===== src/rtl/ptr_agu_pkg.sv =====
package ptr_agu_pkg;
   typedef enum logic [2:0] {
      AM_PLAIN   = 3'd0,
      AM_POSTINC = 3'd1,
      AM_PREDEC  = 3'd2,
      AM_OFFSET  = 3'd3,
      AM_DIRECT  = 3'd4,
      AM_PUSH    = 3'd5,
      AM_POP     = 3'd6,
      AM_RSVD    = 3'd7
   } agu_mode_e;

   typedef enum logic [1:0] {
      PS_X  = 2'd0,
      PS_Y  = 2'd1,
      PS_Z  = 2'd2,
      PS_SP = 2'd3
   } ptr_id_e;

   localparam int unsigned NUM_PTR = 4;
endpackage


===== src/rtl/ptr_agu_bank.sv =====
module ptr_agu_bank
   import ptr_agu_pkg::*;
#(
   parameter int unsigned   AW       = 16,
   parameter logic [AW-1:0] SP_RESET = '0
) (
   input  logic                         clk,
   input  logic                         rst_n,
   input  logic                         ext_we,
   input  logic [1:0]                   ext_sel,
   input  logic [AW-1:0]                ext_data,
   input  logic                         upd_we,
   input  logic [1:0]                   upd_sel,
   input  logic [AW-1:0]                upd_data,
   output logic [NUM_PTR-1:0][AW-1:0]   ptr_q
);
   for (genvar i = 0; i < int'(NUM_PTR); i++) begin : g_ptr
      localparam logic [AW-1:0] RST_VAL = (i == int'(PS_SP)) ? SP_RESET : '0;
      always_ff @(posedge clk) begin
         if (!rst_n)
            ptr_q[i] <= RST_VAL;
         else if (upd_we && upd_sel == 2'(i))
            ptr_q[i] <= upd_data;
         else if (ext_we && ext_sel == 2'(i))
            ptr_q[i] <= ext_data;
      end
   end

   AST_UPD_WINS: assert property (@(posedge clk) disable iff (!rst_n)
      upd_we |=> ptr_q[$past(upd_sel)] == $past(upd_data));
endmodule


===== src/rtl/ptr_agu_calc.sv =====
module ptr_agu_calc
   import ptr_agu_pkg::*;
#(
   parameter int unsigned AW = 16,
   parameter int unsigned QW = 6
) (
   input  agu_mode_e                   mode,
   input  ptr_id_e                     sel,
   input  logic                        is_store,
   input  logic [QW-1:0]               disp,
   input  logic [AW-1:0]               direct_addr,
   input  logic [NUM_PTR-1:0][AW-1:0]  ptr_q,
   output logic [AW-1:0]               addr,
   output logic                        do_rd,
   output logic                        do_wr,
   output logic                        upd,
   output logic [1:0]                  upd_sel,
   output logic [AW-1:0]               upd_val,
   output logic                        bad
);
   localparam logic [AW-1:0] ONE = AW'(1);

   logic [AW-1:0] base, sp, qext;
   logic          wr_dir;

   assign base = ptr_q[sel];
   assign sp   = ptr_q[PS_SP];
   assign qext = AW'(disp);

   always_comb begin
      addr    = base;
      wr_dir  = is_store;
      upd     = 1'b0;
      upd_sel = sel;
      upd_val = base;
      bad     = 1'b0;
      unique case (mode)
         AM_PLAIN:   bad = (sel == PS_SP);
         AM_POSTINC: begin
            bad     = (sel == PS_SP);
            upd     = 1'b1;
            upd_val = base + ONE;
         end
         AM_PREDEC: begin
            bad     = (sel == PS_SP);
            addr    = base - ONE;
            upd     = 1'b1;
            upd_val = base - ONE;
         end
         AM_OFFSET: begin
            bad  = (sel == PS_X) || (sel == PS_SP);
            addr = base + qext;
         end
         AM_DIRECT:  addr = direct_addr;
         AM_PUSH: begin
            addr    = sp;
            wr_dir  = 1'b1;
            upd     = 1'b1;
            upd_sel = PS_SP;
            upd_val = sp - ONE;
         end
         AM_POP: begin
            addr    = sp + ONE;
            wr_dir  = 1'b0;
            upd     = 1'b1;
            upd_sel = PS_SP;
            upd_val = sp + ONE;
         end
         default:    bad = 1'b1;
      endcase
      do_wr = !bad && wr_dir;
      do_rd = !bad && !wr_dir;
   end
endmodule


===== src/rtl/ptr_agu_seq.sv =====
module ptr_agu_seq #(
   parameter int unsigned AW = 16
) (
   input  logic          clk,
   input  logic          rst_n,
   input  logic          start,
   input  logic [AW-1:0] c_addr,
   input  logic          c_rd,
   input  logic          c_wr,
   input  logic          c_upd,
   input  logic [1:0]    c_upd_sel,
   input  logic [AW-1:0] c_upd_val,
   input  logic          c_bad,
   output logic          busy,
   output logic [AW-1:0] mem_addr,
   output logic          mem_rd,
   output logic          mem_wr,
   output logic          illegal,
   output logic          wb_valid,
   output logic [1:0]    wb_sel,
   output logic [AW-1:0] wb_value,
   output logic          upd_we,
   output logic [1:0]    upd_sel,
   output logic [AW-1:0] upd_data
);
   logic          pend_upd;
   logic [1:0]    pend_sel;
   logic [AW-1:0] pend_val;

   assign upd_we   = busy && pend_upd;
   assign upd_sel  = pend_sel;
   assign upd_data = pend_val;

   always_ff @(posedge clk) begin
      if (!rst_n) begin
         busy     <= 1'b0;
         mem_addr <= '0;
         mem_rd   <= 1'b0;
         mem_wr   <= 1'b0;
         illegal  <= 1'b0;
         wb_valid <= 1'b0;
         wb_sel   <= '0;
         wb_value <= '0;
         pend_upd <= 1'b0;
         pend_sel <= '0;
         pend_val <= '0;
      end else begin
         mem_rd   <= 1'b0;
         mem_wr   <= 1'b0;
         illegal  <= 1'b0;
         wb_valid <= 1'b0;
         if (busy) begin
            busy     <= 1'b0;
            wb_valid <= pend_upd;
            wb_sel   <= pend_sel;
            wb_value <= pend_val;
         end else if (start) begin
            if (c_bad) begin
               illegal <= 1'b1;
            end else begin
               busy     <= 1'b1;
               mem_addr <= c_addr;
               mem_rd   <= c_rd;
               mem_wr   <= c_wr;
               pend_upd <= c_upd;
               pend_sel <= c_upd_sel;
               pend_val <= c_upd_val;
            end
         end
      end
   end

   AST_STROBE_EXCL: assert property (@(posedge clk) disable iff (!rst_n)
      !(mem_rd && mem_wr));
   AST_STROBE_ONE_CYCLE: assert property (@(posedge clk) disable iff (!rst_n)
      (mem_rd || mem_wr) |=> !(mem_rd || mem_wr));
   AST_BUSY_TWO_CYCLE: assert property (@(posedge clk) disable iff (!rst_n)
      busy |=> !busy);
   AST_STROBE_IN_BUSY: assert property (@(posedge clk) disable iff (!rst_n)
      (mem_rd || mem_wr) |-> busy);
   AST_ILLEGAL_NO_ACCESS: assert property (@(posedge clk) disable iff (!rst_n)
      illegal |-> (!mem_rd && !mem_wr && !busy));
   AST_WB_AFTER_ACCESS: assert property (@(posedge clk) disable iff (!rst_n)
      wb_valid |-> $past(mem_rd || mem_wr));
endmodule


===== src/rtl/ptr_agu.sv =====
module ptr_agu
   import ptr_agu_pkg::*;
#(
   parameter int unsigned   AW       = 16,
   parameter int unsigned   QW       = 6,
   parameter logic [AW-1:0] SP_RESET = AW'(16'h015F)
) (
   input  logic          clk,
   input  logic          rst_n,
   input  logic          start,
   input  logic [2:0]    mode,
   input  logic [1:0]    ptr_sel,
   input  logic          is_store,
   input  logic [QW-1:0] disp,
   input  logic [AW-1:0] direct_addr,
   input  logic          ptr_wr_en,
   input  logic [1:0]    ptr_wr_sel,
   input  logic [AW-1:0] ptr_wr_data,
   output logic [AW-1:0] mem_addr,
   output logic          mem_rd,
   output logic          mem_wr,
   output logic          busy,
   output logic          illegal,
   output logic          wb_valid,
   output logic [1:0]    wb_sel,
   output logic [AW-1:0] wb_value
);
   initial begin : elab_chk
      assert (AW >= 8) else $error("ptr_agu: AW must be at least 8");
      assert (QW >= 1 && QW < AW) else $error("ptr_agu: QW must be in 1..AW-1");
   end

   logic [NUM_PTR-1:0][AW-1:0] ptr_q;
   logic [AW-1:0] c_addr, c_upd_val, upd_data;
   logic          c_rd, c_wr, c_upd, c_bad, upd_we;
   logic [1:0]    c_upd_sel, upd_sel;

   ptr_agu_bank #(.AW(AW), .SP_RESET(SP_RESET)) u_bank (
      .clk(clk), .rst_n(rst_n),
      .ext_we(ptr_wr_en), .ext_sel(ptr_wr_sel), .ext_data(ptr_wr_data),
      .upd_we(upd_we), .upd_sel(upd_sel), .upd_data(upd_data),
      .ptr_q(ptr_q)
   );

   ptr_agu_calc #(.AW(AW), .QW(QW)) u_calc (
      .mode(agu_mode_e'(mode)), .sel(ptr_id_e'(ptr_sel)), .is_store(is_store),
      .disp(disp), .direct_addr(direct_addr), .ptr_q(ptr_q),
      .addr(c_addr), .do_rd(c_rd), .do_wr(c_wr), .upd(c_upd),
      .upd_sel(c_upd_sel), .upd_val(c_upd_val), .bad(c_bad)
   );

   ptr_agu_seq #(.AW(AW)) u_seq (
      .clk(clk), .rst_n(rst_n), .start(start),
      .c_addr(c_addr), .c_rd(c_rd), .c_wr(c_wr), .c_upd(c_upd),
      .c_upd_sel(c_upd_sel), .c_upd_val(c_upd_val), .c_bad(c_bad),
      .busy(busy), .mem_addr(mem_addr), .mem_rd(mem_rd), .mem_wr(mem_wr),
      .illegal(illegal), .wb_valid(wb_valid), .wb_sel(wb_sel), .wb_value(wb_value),
      .upd_we(upd_we), .upd_sel(upd_sel), .upd_data(upd_data)
   );

   AST_WB_MATCHES_BANK: assert property (@(posedge clk) disable iff (!rst_n)
      wb_valid |-> ptr_q[wb_sel] == wb_value);
endmodule


===== config.mk =====
export PLATFORM = sky130hd
export DESIGN_NAME = ptr_agu
export DESIGN_NICKNAME = d
export VERILOG_FILES = /design/src/rtl/ptr_agu_pkg.sv /design/src/rtl/ptr_agu_bank.sv /design/src/rtl/ptr_agu_calc.sv /design/src/rtl/ptr_agu_seq.sv /design/src/rtl/ptr_agu.sv
export SDC_FILE = /design/constraint.sdc
export NUM_CORES = 1
export LEC_CHECK = 0
export ABC_CLOCK_PERIOD_IN_PS = 9500
export BUFFER_PORTS_ARGS = -buffer_cell sky130_fd_sc_hd__buf_2
export CAP_MARGIN = 15
export CORE_ASPECT_RATIO = 1.2
export CORE_MARGIN = 4
export CORE_UTILIZATION = 54
export DETAILED_ROUTE_END_ITERATION = 10
export PLACE_DENSITY = 0.74
export SYNTH_ARGS = -nofsm -noshare
export SYNTH_HDL_FRONTEND = slang
export SYNTH_SLANG_ARGS = --single-unit

===== constraint.sdc =====
create_clock -name clk -period 9.5 [get_ports clk]
set_input_delay 0.95 -clock clk [delete_from_list [all_inputs] [get_ports clk]]
set_output_delay 0.95 -clock clk [all_outputs]
set_load 0.01 [all_outputs]

==> flow_metrics.tcl, run 1 <==
set metrics [dict create \
    setup.worst_path.end_class "flip-flop" \
    maximum_number_of_pins_on_one_net_before_global_route_repair 97 \
    finalSetupViolCount 0 \
    routed_wire_length_per_instance_um 20.9 \
    tritoncts "done" \
    drtIter0Drc 907 \
    globalRoute.totalOverflow 0 \
    number_of_cts_inserted_buffers 17 \
    cts.repair_timing.setup_buffer_count 0 \
    p_per_area_nw_per_um2 170 \
    clock-skew-final_ns 0.00831 \
    layout.nets 1051 \
    netlist_top_cells_area "sky130_fd_sc_hd__dfxtp_1 30%, sky130_fd_sc_hd__mux2i_1 8.6%, sky130_fd_sc_hd__o211a_1 7.4%" \
    grt_usage_pct 29.2 \
    synth_enable_flop_cells 0 \
    synth-seq-area-share_pct 30.1 \
    final.fill_count 1306 \
    synthFlopType "sky130_fd_sc_hd__dfxtp_1" \
    max-vdd-ir-drop_v 0.000135 \
    antenna_found_initial 0 \
    hold-worst-slack_ns 0.449 \
    ff2ff_setup_slack_ns 6.09 \
    unrepaired_setup_endpoints_after_global_routing "no" \
    reg2reg_depth 9 \
    final_antenna_net_count 0 \
    numPortBuffers 88 \
    drc_errors 0 \
    antenna_cells 0 \
    post-route-period-util_pct 42.9 \
    detailroute.via_count 7771 \
    drv_cap 0 \
    outcome "completed" \
    post-synth-top-count-cell "sky130_fd_sc_hd__nand2_1" \
    grt_pass1_vias 7290 \
    fraction_of_the_core_area_covered_by_cells_at_the_end_of_the_flow_pct 62.8 \
    standby_leakage_power_nw 4.35 \
    row_count 48 \
    global_route_wire_length_before_repair_mm 39.6 \
    clock_sinks 122 \
    critPathLaunch "ptr_sel[0]" \
    drt_first_pass_iters 7 \
    syn-instance-count 967 \
    layout_min_cycle_time_ns 4.08 \
    asyncSetResetFlopFracSynth_pct 0 \
    min_path_cells 2 \
    achievable-frequency_ghz 0.245 \
    finalHoldViolCount 0 \
    drt-total-wl_mm 25.0 \
    synth_area_per_inst_um2 8.39 \
    place.gp.congestion 0.969 \
    synth.top_cell.area_share_pct 30.1 \
    worstHoldStart "u_seq.mem_addr[5]" \
    regToRegStartpoint "u_bank.ptr_q[50]" \
    die_width_um 120 \
    top_level_ports 89 \
    synth_warnings 0 \
    layout-area-overhead-vs-synth_pct 12.4 \
    core_area_um2 14500 \
    detail_route.vias_per_cell 6.49 \
    critical_path.startpoint_type "input port" \
    post_synth_instance_area_um2 8120 \
    floorplan.die.height_um 142 \
    ys_top_cells_by_count "148 x sky130_fd_sc_hd__nand2_1, 122 x sky130_fd_sc_hd__dfxtp_1, 85 x sky130_fd_sc_hd__clkbuf_1" \
    htree_levels 4 \
    synth_largest_area_cell "sky130_fd_sc_hd__dfxtp_1" \
    tns_setup_ns 0 \
    max_slew_margin_pct 27.4 \
    timing.critical_path.fanout_max 20 \
    worstMarginPinSlew_ns 1.09 \
    synthesis.nets 1033 \
    dp.final_hpwl_mm 17.1 \
    clock_tree.root_cell "sky130_fd_sc_hd__clkbuf_16" \
    design.die.area_um2 17100 \
    min_path_type "reg2reg" \
    path_class "in2reg" \
    slew_violations 0 \
    clock_insertion_delay_worst_skew_ns 0.43 \
    critPathArrivalTime_ns 4.39 \
    final_layout_size_suffix_gt1_share_pct 15.8 \
    start_util_pct 55.8 \
    multiInputGateArea_um2 5220 \
    critPathRequiredTime_ns 9.81 \
    cts-hold-fix-buffers 0 \
    synth.distinct_cells 71 \
    cts.repair.resized 0 \
    cts.clk_slew.worst_paths_ns 0.06 \
    ys_ff_latch 122 \
    clock_path_buffers 2 \
    ff_latch_area_um2 2440 \
]
-- placed cells by master (no fill, tap or decap), types with 21 or more instances in the layout --
master	synthesis	final
sky130_fd_sc_hd__nand2_1	148	148
sky130_fd_sc_hd__dfxtp_1	122	122
sky130_fd_sc_hd__buf_2	8	87
sky130_fd_sc_hd__mux2i_1	70	70
sky130_fd_sc_hd__o211a_1	60	60
sky130_fd_sc_hd__a21oi_1	37	37
sky130_fd_sc_hd__nor2_1	36	36
sky130_fd_sc_hd__nand3_1	35	35
sky130_fd_sc_hd__o21ai_0	31	31
sky130_fd_sc_hd__xor2_1	28	28
sky130_fd_sc_hd__xnor2_1	25	25
sky130_fd_sc_hd__nor2b_1	24	24
sky130_fd_sc_hd__o211ai_1	21	21
-- worst max-delay path: stages --
cell and delay, ns:
sky130_fd_sc_hd__buf_2 0.50, sky130_fd_sc_hd__mux4_2 0.70, sky130_fd_sc_hd__ha_1 0.25, sky130_fd_sc_hd__inv_1 0.07
sky130_fd_sc_hd__fa_1 0.20, sky130_fd_sc_hd__nor2b_1 0.07, sky130_fd_sc_hd__o31a_1 0.25, sky130_fd_sc_hd__o21ai_0 0.61
sky130_fd_sc_hd__a21oi_1 0.18, sky130_fd_sc_hd__xor2_1 0.17, sky130_fd_sc_hd__a221oi_1 0.31, sky130_fd_sc_hd__a21oi_1 0.11
-- cell families after synthesis --
kind of cell | synth area share [%]
AND/OR/NAND/NOR | 20.5
AO/OA/AOI/OAI | 22.2
flip-flops | 30.1
buffers and inverters | 5.72
multiplexers | 13.2
XOR/XNOR | 5.72
adder cells (fa/ha/maj) | 2.56
-- path summary, 6_finish.rpt --
check / endpoint
max: u_seq.mem_addr[10]
min: u_seq.mem_addr[5]
min reg2reg: u_seq.mem_addr[5]
max reg2reg: u_seq.mem_addr[10]
-- routing by layer --
metal	GRT usage, %	part of all wire, %
met1	38.6	42
met3	6.52	9.0
met5	0	0
met4	12.8	3.4
met2	46.1	46
-- state kept, by name, summed over array words and instances, names as in the netlist --
name	cells
u_seq.upd_sel	2
u_seq.mem_addr	16
u_seq.busy	1
u_seq.mem_rd	1
u_seq.wb_sel	2
u_seq.upd_data	16
u_seq.illegal	1
u_seq.pend_upd	1
u_seq.mem_wr	1
u_bank.ptr_q	64
u_seq.wb_valid	1
u_seq.wb_value	16
-- metrics by stage --
stage	total power, mW	cell area, um^2	cells	worst slack (ns)
after floorplan	0.766	8120	967	5.82
after global placement	0.837	8480	1166	5.06
after detailed placement	0.841	8480	1166	5.03
after CTS	1.54	9120	1198	5.44
after global routing	1.60	9120	1198	5.21
final	1.55	9120	1198	5.42
-- power breakdown --
group,switching [mW],total [mW],internal (mW)
clock,0.249,0.709,0.461
combinational,0.159,0.263,0.104
sequential,0.0356,0.577,0.541
total,0.443,1.55,1.11
-- final cells by class --
class                           instances  share of cell area [%]
Tap cell                              200                    2.74
Multi-Input combinational cell        731                    57.2
Timing Repair Buffer                   98                    5.68
Inverter                               15                   0.617
Clock inverter                         10                    1.78
Sequential cell                       122                    26.8
Clock buffer                           22                    5.20
Power figures use the tool's default switching activity.
==> run 2: changes to the inputs <==
--- a/config.mk
+++ b/config.mk
@@ -5,14 +5,15 @@
 export SDC_FILE = /design/constraint.sdc
 export NUM_CORES = 1
 export LEC_CHECK = 0
-export ABC_CLOCK_PERIOD_IN_PS = 9500
+export ABC_AREA = 1
+export ABC_CLOCK_PERIOD_IN_PS = 3430
 export BUFFER_PORTS_ARGS = -buffer_cell sky130_fd_sc_hd__buf_2
 export CAP_MARGIN = 15
 export CORE_ASPECT_RATIO = 1.2
 export CORE_MARGIN = 4
 export CORE_UTILIZATION = 54
 export DETAILED_ROUTE_END_ITERATION = 10
-export PLACE_DENSITY = 0.74
+export PLACE_DENSITY = 0.77
 export SYNTH_ARGS = -nofsm -noshare
 export SYNTH_HDL_FRONTEND = slang
 export SYNTH_SLANG_ARGS = --single-unit
==> constraint.sdc (replaced) <==
create_clock -name clk -period 3.43 [get_ports clk]
set_input_delay 0.343 -clock clk [delete_from_list [all_inputs] [get_ports clk]]
set_output_delay 0.343 -clock clk [all_outputs]
set_load 0.01 [all_outputs]
==> run 2 against run 1 <==
  * Combinational power increased to 3.1 times the previous value
  * Worst hold slack got worse by 0.26 ns
  * Area after synthesis increased by 0.57%
  * Via count increased by 18%
  * Synthesized cell count increased by 33%
  * Global-route usage increased by 1.5 points
  * First-iteration DRC count increased by 4.9%
  * Clock-buffer cell count unchanged
  * Non-clock buffer count increased by 6
==> flow_metrics.tcl, run 2 <==
set metrics [dict create \
    htree_levels 4 \
    number_of_cts_inserted_buffers 17 \
    detail_route.vias_per_cell 5.92 \
    cts.repair.resized 0 \
    grt_pass1_vias 8567 \
    max-vdd-ir-drop_v 0.000409 \
    cts-hold-fix-buffers 0 \
    critical_path.startpoint_type "input port" \
    standby_leakage_power_nw 3.97 \
    row_count 48 \
    cts.repair_timing.setup_buffer_count 0 \
    globalRoute.totalOverflow 0 \
    p_per_area_nw_per_um2 466 \
    drtIter0Drc 951 \
    ys_top_cells_by_count "311 x sky130_fd_sc_hd__nand2_1, 171 x sky130_fd_sc_hd__o21ai_0, 136 x sky130_fd_sc_hd__a21oi_1" \
    floorplan.die.height_um 143 \
    layout-area-overhead-vs-synth_pct 13.1 \
    layout.nets 1406 \
    drt_first_pass_iters 5 \
    synth.distinct_cells 51 \
    ys_ff_latch 122 \
    post-synth-top-count-cell "sky130_fd_sc_hd__nand2_1" \
    unrepaired_setup_endpoints_after_global_routing "no" \
    clock_sinks 122 \
    drt-total-wl_mm 26.8 \
    tritoncts "done" \
    max_slew_margin_pct 33.7 \
    core_area_um2 14600 \
    final_layout_size_suffix_gt1_share_pct 15.0 \
    start_util_pct 55.9 \
    critPathArrivalTime_ns 3.09 \
    detailroute.via_count 9199 \
    finalSetupViolCount 0 \
    design.die.area_um2 17200 \
    slew_violations 0 \
    post_synth_instance_area_um2 8160 \
    global_route_wire_length_before_repair_mm 43.0 \
    min_path_type "in2reg" \
    syn-instance-count 1284 \
    netlist_top_cells_area "sky130_fd_sc_hd__dfxtp_1 30%, sky130_fd_sc_hd__nand2_1 14%, sky130_fd_sc_hd__o21ai_0 10%" \
    mostFrequentLayoutCell "sky130_fd_sc_hd__nand2_1" \
    die_width_um 120 \
    top_level_ports 89 \
    clock_path_buffers 2 \
    synthFlopType "sky130_fd_sc_hd__dfxtp_1" \
    drc_errors 0 \
    layout_min_cycle_time_ns 2.82 \
    synth_largest_area_cell "sky130_fd_sc_hd__dfxtp_1" \
    clock_insertion_delay_worst_skew_ns 0.42 \
    timing.critical_path.fanout_max 44 \
    synth_enable_flop_cells 0 \
    routed_wire_length_per_instance_um 17.3 \
    grt_usage_pct 30.8 \
    synthesis.nets 1350 \
    maximum_number_of_pins_on_one_net_before_global_route_repair 85 \
    most-common-layout-cells "311 x sky130_fd_sc_hd__nand2_1, 171 x sky130_fd_sc_hd__o21ai_0, 136 x sky130_fd_sc_hd__a21oi_1" \
    numPortBuffers 88 \
    post-route-period-util_pct 82.1 \
    setup.worst_path.end_class "flip-flop" \
    synth-seq-area-share_pct 29.9 \
    worstMarginPinSlew_ns 0.991 \
    synth_area_per_inst_um2 6.36 \
    largest_register "u_bank.ptr_q" \
    tns_setup_ns 0 \
    finalHoldViolCount 0 \
    largest_register_ffs 64 \
    clock-skew-final_ns 0.00811 \
    place.gp.congestion 0.955 \
    achievable-frequency_ghz 0.355 \
    dp.final_hpwl_mm 19.5 \
    hold-worst-slack_ns 0.187 \
    synth.top_cell.area_share_pct 29.9 \
    drv_cap 0 \
    cts.clk_slew.worst_paths_ns 0.06 \
    clock_tree.root_cell "sky130_fd_sc_hd__clkbuf_16" \
    outcome "completed" \
    synth_warnings 0 \
    critPathRequiredTime_ns 3.71 \
    antenna_found_initial 0 \
    asyncSetResetFlopFracSynth_pct 0 \
    antenna_cells 0 \
    path_class "in2reg" \
    final_antenna_net_count 0 \
]
==> run 2: layer usage <==
layer  vias to the layer above  share of wire, %  track usage, %
li1                       4468                 -               -
met1                      4191                41            40.3
met2                       479                46            50.7
met3                        61               9.0            4.79
met4                         0               3.5            13.0
met5                         -                 0               0
==> run 2: cells by family (layout without fill, tap and decap cells) <==
kind of cell,after synthesis,after routing,share of synthesized area [%]
flip-flops,122,122,29.9
buffers and inverters,163,232,8.88
AO/OA/AOI/OAI,378,378,25.3
adder cells (fa/ha/maj),16,16,2.54
AND/OR/NAND/NOR,603,603,33.1
XOR/XNOR,2,2,0.215
==> run 2: path summary, 6_finish.rpt <==
| kind | endpoint | slack [ns] | from | cells after the start |
|---|---|---|---|---|
| worst max-delay path | u_seq.upd_data[8] | 0.61 | mode[0] | 12 |
| worst min-delay path | u_seq.illegal | 0.19 | start | 3 |
| worst max register to register | u_seq.mem_addr[12] | 0.76 | u_bank.ptr_q[16] | 14 |
| worst min register to register | u_seq.mem_addr[11] | 0.46 | u_seq.mem_addr[11] | 2 |
==> run 2: per-stage QoR <==
stage / instances / util, % / cell area [um^2] / power, mW / setup slack, ns
floorplan: 1284 / - / 8160 / 2.18 / 1.05
global placement: 1521 / 59.0 / 8610 / 2.41 / 0.345
detailed placement: 1521 / 59.0 / 8610 / 2.42 / 0.325
CTS: 1553 / 63.2 / 9230 / 4.28 / 0.697
global route: 1553 / 63.2 / 9230 / 4.48 / 0.418
finish: 1553 / 63.2 / 9230 / 4.30 / 0.613
==> run 2: power by group <==
| group | total, mW | switching [mW] | internal [mW] | leakage (nW) |
|---|---|---|---|---|
| combinational | 0.821 | 0.561 | 0.260 | 2.68 |
| clock | 1.88 | 0.678 | 1.20 | 0.293 |
| sequential | 1.60 | 0.0839 | 1.51 | 0.998 |
==> run 2: cell type report <==
type                            instances  area (um^2)
Tap cell                              200          250
Multi-Input combinational cell        999         4990
Inverter                               96          367
Clock inverter                         10          140
Sequential cell                       122         2440
Fill cell                            1435         5370
Timing Repair Buffer                  104          561
Clock buffer                           22          474
==> run 2: critical path, stage by stage <==
cell                       delay (ns)
sky130_fd_sc_hd__buf_2           0.10
sky130_fd_sc_hd__ha_1            0.14
sky130_fd_sc_hd__inv_1           0.04
sky130_fd_sc_hd__nor2_1          0.74
sky130_fd_sc_hd__inv_1           0.39
sky130_fd_sc_hd__nor2_1          0.21
sky130_fd_sc_hd__a211oi_2        0.08
sky130_fd_sc_hd__nand2_2         0.22
sky130_fd_sc_hd__buf_4           0.46
sky130_fd_sc_hd__a21oi_1         0.11
sky130_fd_sc_hd__o21ai_1         0.16
sky130_fd_sc_hd__a21oi_1         0.09
